### src/rtl/prd_dma_pkg.sv
// Shared types for the descriptor-table DMA walker.
package prd_dma_pkg;

    localparam int DESC_BYTES = 8;   // size of one table entry
    localparam int DLEN_W     = 17;  // descriptor length, up to 65536

    typedef enum logic [2:0] {
        ST_IDLE,
        ST_CHECK,
        ST_FREQ,
        ST_FWAIT,
        ST_XFER,
        ST_DONE
    } walk_state_t;

endpackage

### src/rtl/prd_desc_decode.sv
// Splits a fetched 64-bit descriptor into region address, byte length
// and final-entry flag. Assumes little-endian packing: address word in
// bits 31:0, size/flags word in bits 63:32.
module prd_desc_decode
    import prd_dma_pkg::*;
(
    input  logic [63:0]       desc,
    output logic [31:0]       region_addr,
    output logic [DLEN_W-1:0] region_len,
    output logic              region_final
);

    logic [31:0] size_masked;

    // length keeps bits 15:1 of the size word; zero stands for 64 KiB
    assign size_masked  = desc[63:32] & 32'h0000_FFFE;
    assign region_len   = (size_masked == 32'd0) ? DLEN_W'(17'h10000)
                                                 : size_masked[DLEN_W-1:0];
    assign region_addr  = desc[31:0];
    assign region_final = desc[63];

endmodule

### src/rtl/prd_burst_size.sv
// Picks the next burst length: smallest of bytes still requested, bytes
// left in the descriptor and the burst ceiling. Assumes both remaining
// counts fit in 32 bits.
module prd_burst_size
    import prd_dma_pkg::*;
#(
    parameter int REQ_W     = 20,
    parameter int MAX_BURST = 256,
    localparam int BURST_W  = $clog2(MAX_BURST + 1)
) (
    input  logic [REQ_W-1:0]  rem_req,
    input  logic [DLEN_W-1:0] rem_desc,
    output logic [BURST_W-1:0] burst
);

    logic [31:0] a_req, a_desc, a_min;

    // two-stage minimum with the ceiling applied last
    always_comb begin
        a_req  = 32'(rem_req);
        a_desc = 32'(rem_desc);
        a_min  = (a_req < a_desc) ? a_req : a_desc;
        if (a_min > 32'(MAX_BURST)) a_min = 32'(MAX_BURST);
        burst  = BURST_W'(a_min);
    end

endmodule

### src/rtl/prd_dma_walker.sv
// Descriptor-table walker: fetches 8-byte descriptors from the table
// pointer, splits each region into bursts and reports whether the
// requested bytes were all moved. Assumes one descriptor response per
// accepted request, delivered after acceptance; a burst counts as moved
// when accepted.
module prd_dma_walker
    import prd_dma_pkg::*;
#(
    parameter int REQ_W      = 20,
    parameter int MAX_BURST  = 256,
    parameter int PAGE_BYTES = 4096,
    localparam int BURST_W   = $clog2(MAX_BURST + 1)
) (
    input  logic               clk,
    input  logic               rst_n,
    input  logic               start,
    input  logic               restart,
    input  logic               dir_write,
    input  logic [REQ_W-1:0]   req_bytes,
    input  logic [31:0]        table_base,
    output logic               busy,
    output logic               done,
    output logic               complete,
    output logic               desc_req_valid,
    input  logic               desc_req_ready,
    output logic [31:0]        desc_req_addr,
    input  logic               desc_rsp_valid,
    input  logic [63:0]        desc_rsp_data,
    output logic               xfer_valid,
    input  logic               xfer_ready,
    output logic               xfer_write,
    output logic [31:0]        xfer_addr,
    output logic [BURST_W-1:0] xfer_len,
    output logic [REQ_W-1:0]   xfer_buf_off
);

    walk_state_t       state;
    logic [31:0]       cur_ptr, tbl_base, cur_addr;
    logic [DLEN_W-1:0] cur_len;
    logic              cur_last;
    logic [REQ_W-1:0]  rem_req, buf_off;
    logic              run_dir, outcome;

    logic [31:0]       dec_addr;
    logic [DLEN_W-1:0] dec_len;
    logic              dec_last;
    logic [BURST_W-1:0] burst;
    logic              page_hit;

    prd_desc_decode u_decode (
        .desc         (desc_rsp_data),
        .region_addr  (dec_addr),
        .region_len   (dec_len),
        .region_final (dec_last)
    );

    prd_burst_size #(
        .REQ_W     (REQ_W),
        .MAX_BURST (MAX_BURST)
    ) u_size (
        .rem_req  (rem_req),
        .rem_desc (cur_len),
        .burst    (burst)
    );

    // failsafe: table pointer has walked a page past the base
    assign page_hit = (cur_ptr - tbl_base) >= 32'(PAGE_BYTES);

    // walk sequencer and progress counters
    always_ff @(posedge clk) begin
        if (!rst_n) begin
            state    <= ST_IDLE;
            cur_ptr  <= '0;
            tbl_base <= '0;
            cur_addr <= '0;
            cur_len  <= '0;
            cur_last <= 1'b0;
            rem_req  <= '0;
            buf_off  <= '0;
            run_dir  <= 1'b0;
            outcome  <= 1'b0;
        end else begin
            case (state)
                ST_IDLE: begin
                    if (restart) begin
                        cur_ptr  <= table_base;
                        tbl_base <= table_base;
                    end
                    if (start) begin
                        rem_req  <= req_bytes;
                        buf_off  <= '0;
                        run_dir  <= dir_write;
                        cur_addr <= '0;
                        cur_len  <= '0;
                        cur_last <= 1'b0;
                        state    <= ST_CHECK;
                    end
                end
                ST_CHECK: begin
                    if (rem_req == '0) begin
                        outcome <= 1'b1;
                        state   <= ST_DONE;
                    end else if (cur_len != '0) begin
                        state <= ST_XFER;
                    end else if (cur_last || page_hit) begin
                        outcome <= 1'b0;
                        state   <= ST_DONE;
                    end else begin
                        state <= ST_FREQ;
                    end
                end
                ST_FREQ: begin
                    if (desc_req_ready) begin
                        cur_ptr <= cur_ptr + 32'(DESC_BYTES);
                        state   <= ST_FWAIT;
                    end
                end
                ST_FWAIT: begin
                    if (desc_rsp_valid) begin
                        cur_addr <= dec_addr;
                        cur_len  <= dec_len;
                        cur_last <= dec_last;
                        state    <= ST_CHECK;
                    end
                end
                ST_XFER: begin
                    if (xfer_ready) begin
                        cur_addr <= cur_addr + 32'(burst);
                        cur_len  <= cur_len - DLEN_W'(burst);
                        rem_req  <= rem_req - REQ_W'(burst);
                        buf_off  <= buf_off + REQ_W'(burst);
                        state    <= ST_CHECK;
                    end
                end
                ST_DONE:  state <= ST_IDLE;
                default:  state <= ST_IDLE;
            endcase
        end
    end

    // port view of the sequencer
    assign busy           = (state != ST_IDLE);
    assign done           = (state == ST_DONE);
    assign complete       = outcome;
    assign desc_req_valid = (state == ST_FREQ);
    assign desc_req_addr  = cur_ptr;
    assign xfer_valid     = (state == ST_XFER);
    assign xfer_write     = run_dir;
    assign xfer_addr      = cur_addr;
    assign xfer_len       = burst;
    assign xfer_buf_off   = buf_off;

endmodule

### config.mk
export PLATFORM = sky130hd
export DESIGN_NAME = prd_dma_walker
export DESIGN_NICKNAME = d
export VERILOG_FILES = /design/src/rtl/prd_dma_pkg.sv /design/src/rtl/prd_desc_decode.sv /design/src/rtl/prd_burst_size.sv /design/src/rtl/prd_dma_walker.sv
export SDC_FILE = /design/constraint.sdc
export NUM_CORES = 1
export LEC_CHECK = 0
export CORE_UTILIZATION = 53
export DETAILED_ROUTE_END_ITERATION = 10
export PLACE_DENSITY_LB_ADDON = 0.08
export SETUP_SLACK_MARGIN = 0.5
export SYNTH_ARGS = -nofsm -noshare
export SYNTH_HDL_FRONTEND = slang
export SYNTH_SLANG_ARGS = --single-unit
### constraint.sdc
create_clock -name clk -period 6.05 [get_ports clk]
set_input_delay 1.21 -clock clk [delete_from_list [all_inputs] [get_ports clk]]
set_output_delay 1.21 -clock clk [all_outputs]
set_load 0.03 [all_outputs]
==> metrics.yaml <==
synthesis:
  ys_ff_latch: 159
  synthArstFlopShare_pct: 0
  ys_types: 77
  synth_ff_type: "dfxtp_1"
  synth-edff-count: 0
  syn-num-nets: 1760
  synth_warnings: 0
  synth_area_um2: 11500
  avgSynthCellArea_um2: 7.41
  synthCells: 1547
  seq_area_frac_synth_pct: 27.8
clock_tree:
  clk_path_buf_depth: 2
  cts-root-buf: "clkbuf_16"
  cts_buffers: 17
  clk_latency_ns: 0.44
  holdBufCountCts: 0
  cts_tree: "built"
  path_clk_slew_ns: 0.06
  cts_num_sinks: 159
  htreeDepth: 4
die:
  die_x_um: 149
  num_io_pins: 223
  start_util_pct: 54.3
  rows: 53
  die_y_um: 149
  core_area_um2: 21100
  dieArea_um2: 22200
sta:
  max_freq_ghz: 0.186
  rsz0062_at_grt: "true"
  fin_ws_ns: 0.662
  drv_slew: 0
  fin_hold_ws_ns: 0.453
  fin_crit_sh_pct: 89.1
  slew_headroom_pct: 36.4
  setup_viol: 0
  tns_ns: 0
  period_minus_slack_ns: 5.39
  fin_skew_ns: 0.0101
  hold_viol: 0
  worstMarginPinSlew_ns: 0.954
worst_setup_path:
  critPathLaunchType: "flop"
  cp_max_fo: 9
  critPathLaunch: "cur_len[1]$_SDFFE_PN0P_"
  r2r-start: "cur_len[1]$_SDFFE_PN0P_"
  cp.required_ns: 4.84
  worstRegToRegCells: 22
  end_kind: "primary output"
  crit_type: "flop to primary output"
  arrival_ns: 4.18
cells_and_area:
  fillers: 1852
  antenna_cells: 0
  seqCellArea_um2: 3180
  final_area_um2: 14400
  nNetsFinal: 1921
  multi_input_area_um2: 7720
  fin_util_pct: 68.4
  final_cells: 1996
  areaGrowthSynthToFinish_pct: 25.8
  layout-drive-gt1-share_pct: 4.82
pwr:
  p_total_mw: 7.01
  powerDensity_nw_per_um2: 486
  vdd_drop_max_mv: 0.343
  leakage_nw: 5.58
worst_hold_path:
  worstHoldStart: "tbl_base[3]$_SDFFE_PN0P_"
  hold_depth: 2
  hold_path.class: "flop to flop"
place:
  gp_congestion: 0.937
  place_ws_ns: 0.343
  dp.final_hpwl_mm: 25.8
  placed_cells: 1961
  place_area_um2: 13700
  portBuffers: 206
detailed_routing:
  drt-initial-drc-count: 780
  routed_wl_mm: 36.5
  routed_via_density: 6.22
  antenna_left: 0
  route.vias.total: 12400
  wl_per_cell_um: 18.3
  drc_errors: 0
  first_pass_iters: 6
grt:
  grt_pass1_wl_mm: 57.5
  antenna_found_initial: 0
  grt_overflow: 0
  grt_pass1_vias: 11700
  grt_max_degree: 69
  grt_usage_pct: 32.2
flow_run:
  cap_violations: 0
outcome:
  outcome: "complete, no violations"
[cell usage after synthesis, drive strengths merged, types with 17 or more instances]
master	instances	area share, %
xnor2	25	1.9
ha	84	9.2
dfxtp	159	28
clkbuf	74	2.4
a22oi	20	1.3
a21oi	154	6.7
nand4	21	1.2
o21ai	77	3.4
and3	35	1.9
nor2	125	4.1
a211oi	17	1.1
nor3	51	2.2
nor4	17	1.1
a31oi	23	1.3
nand2	199	6.5
nand3	51	2.2
o21a	18	1.2
a221oi	26	2.0
o22ai	17	0.93
inv	90	2.9
or3	22	1.2
a21boi	20	1.3
[critical path, stage by stage (launching register included)]
cell,delay (ns)
dfxtp_1,0.42
inv_1,0.11
ha_1,0.30
a21o_1,0.16
a21o_1,0.18
a21o_1,0.18
a21o_1,0.19
a211oi_2,0.35
o21a_1,0.39
nor2_1,0.13
mux2i_1,0.51
clkdlybuf4s50_1,0.83
[kinds of logic (layout without fill, tap and decap cells)]
family / Yosys count / count (layout) / share of synthesized area [%]
compound gates: 492 / 492 / 28.2
fa+ha+maj: 89 / 89 / 10.0
simple gates: 584 / 585 / 24.4
mux: 8 / 8 / 0.710
flops: 159 / 159 / 27.8
xor+xnor: 41 / 41 / 3.13
buf+inv: 174 / 347 / 5.76
[registers in the layout (all words and copies together), names as in the netlist]
signal and flops:
desc_req_addr 32, xfer_addr 32, tbl_base 32, cur_len 17, xfer_buf_off 20, xfer_write 1, rem_req 20, state 3
cur_last 1, complete 1
[final timing paths]
check | endpoint | slack, ns
hold reg to reg | tbl_base[3]$_SDFFE_PN0P_ | 0.45
hold / removal | tbl_base[3]$_SDFFE_PN0P_ | 0.45
setup / recovery | xfer_len[8] | 0.66
setup reg to reg | xfer_addr[26]$_SDFFE_PN0P_ | 0.77
[power breakdown]
part,internal (mW),switching [mW],total (mW),leakage [nW]
registers,1.21,0.193,1.41,1.30
logic,1.72,2.71,4.43,3.98
clock network,0.687,0.486,1.17,0.296
total,3.62,3.39,7.01,5.58
[cell usage in the layout (no fill, tap or decap), types with 10 or more instances in the layout]
cell	n
a21boi_0	16
xor2_1	16
nand2b_1	10
inv_1	90
a221oi_1	25
or4_1	12
a22oi_1	20
nand4_1	20
o22ai_1	17
o211ai_1	16
nand3_1	51
a21oi_1	151
nor3_1	49
nand2_1	199
or3_1	22
dfxtp_1	159
nor2_1	124
o21ai_0	70
clkbuf_16	17
ha_1	84
a31oi_1	23
o21bai_1	10
and3_1	34
a211oi_1	16
a21o_1	16
nor4_1	16
xnor2_1	25
buf_4	16
o21a_1	18
clkdlybuf4s50_1	206
[layer usage]
metal  up-vias  GRT usage [%]  wire length (µm)
met5         -              0                 0
met4         0           11.4               839
met3        81           5.78              2480
met2       475           56.3             17900
met1      5848           39.4             15300
li1       6011              -                 -
[timing repair]
action | CTS | global route
endpoints found under the setup margin | 13 | 42
setup buffers | 0 | 2
resized for setup | 3 | 20
hold endpoints to repair | 0 | 0
pin swaps | 0 | 3
cloned | 0 | 1
[cell type report]
class / count / share of cell area, %
well taps: 275 / 2.39
repair buffers: 223 / 15.2
clock inverters: 11 / 1.09
clock buffers: 21 / 3.26
flip-flops and latches: 159 / 22.1
multi-input cells: 1215 / 53.6
inverters: 92 / 2.41
Power figures use the tool's default switching activity.
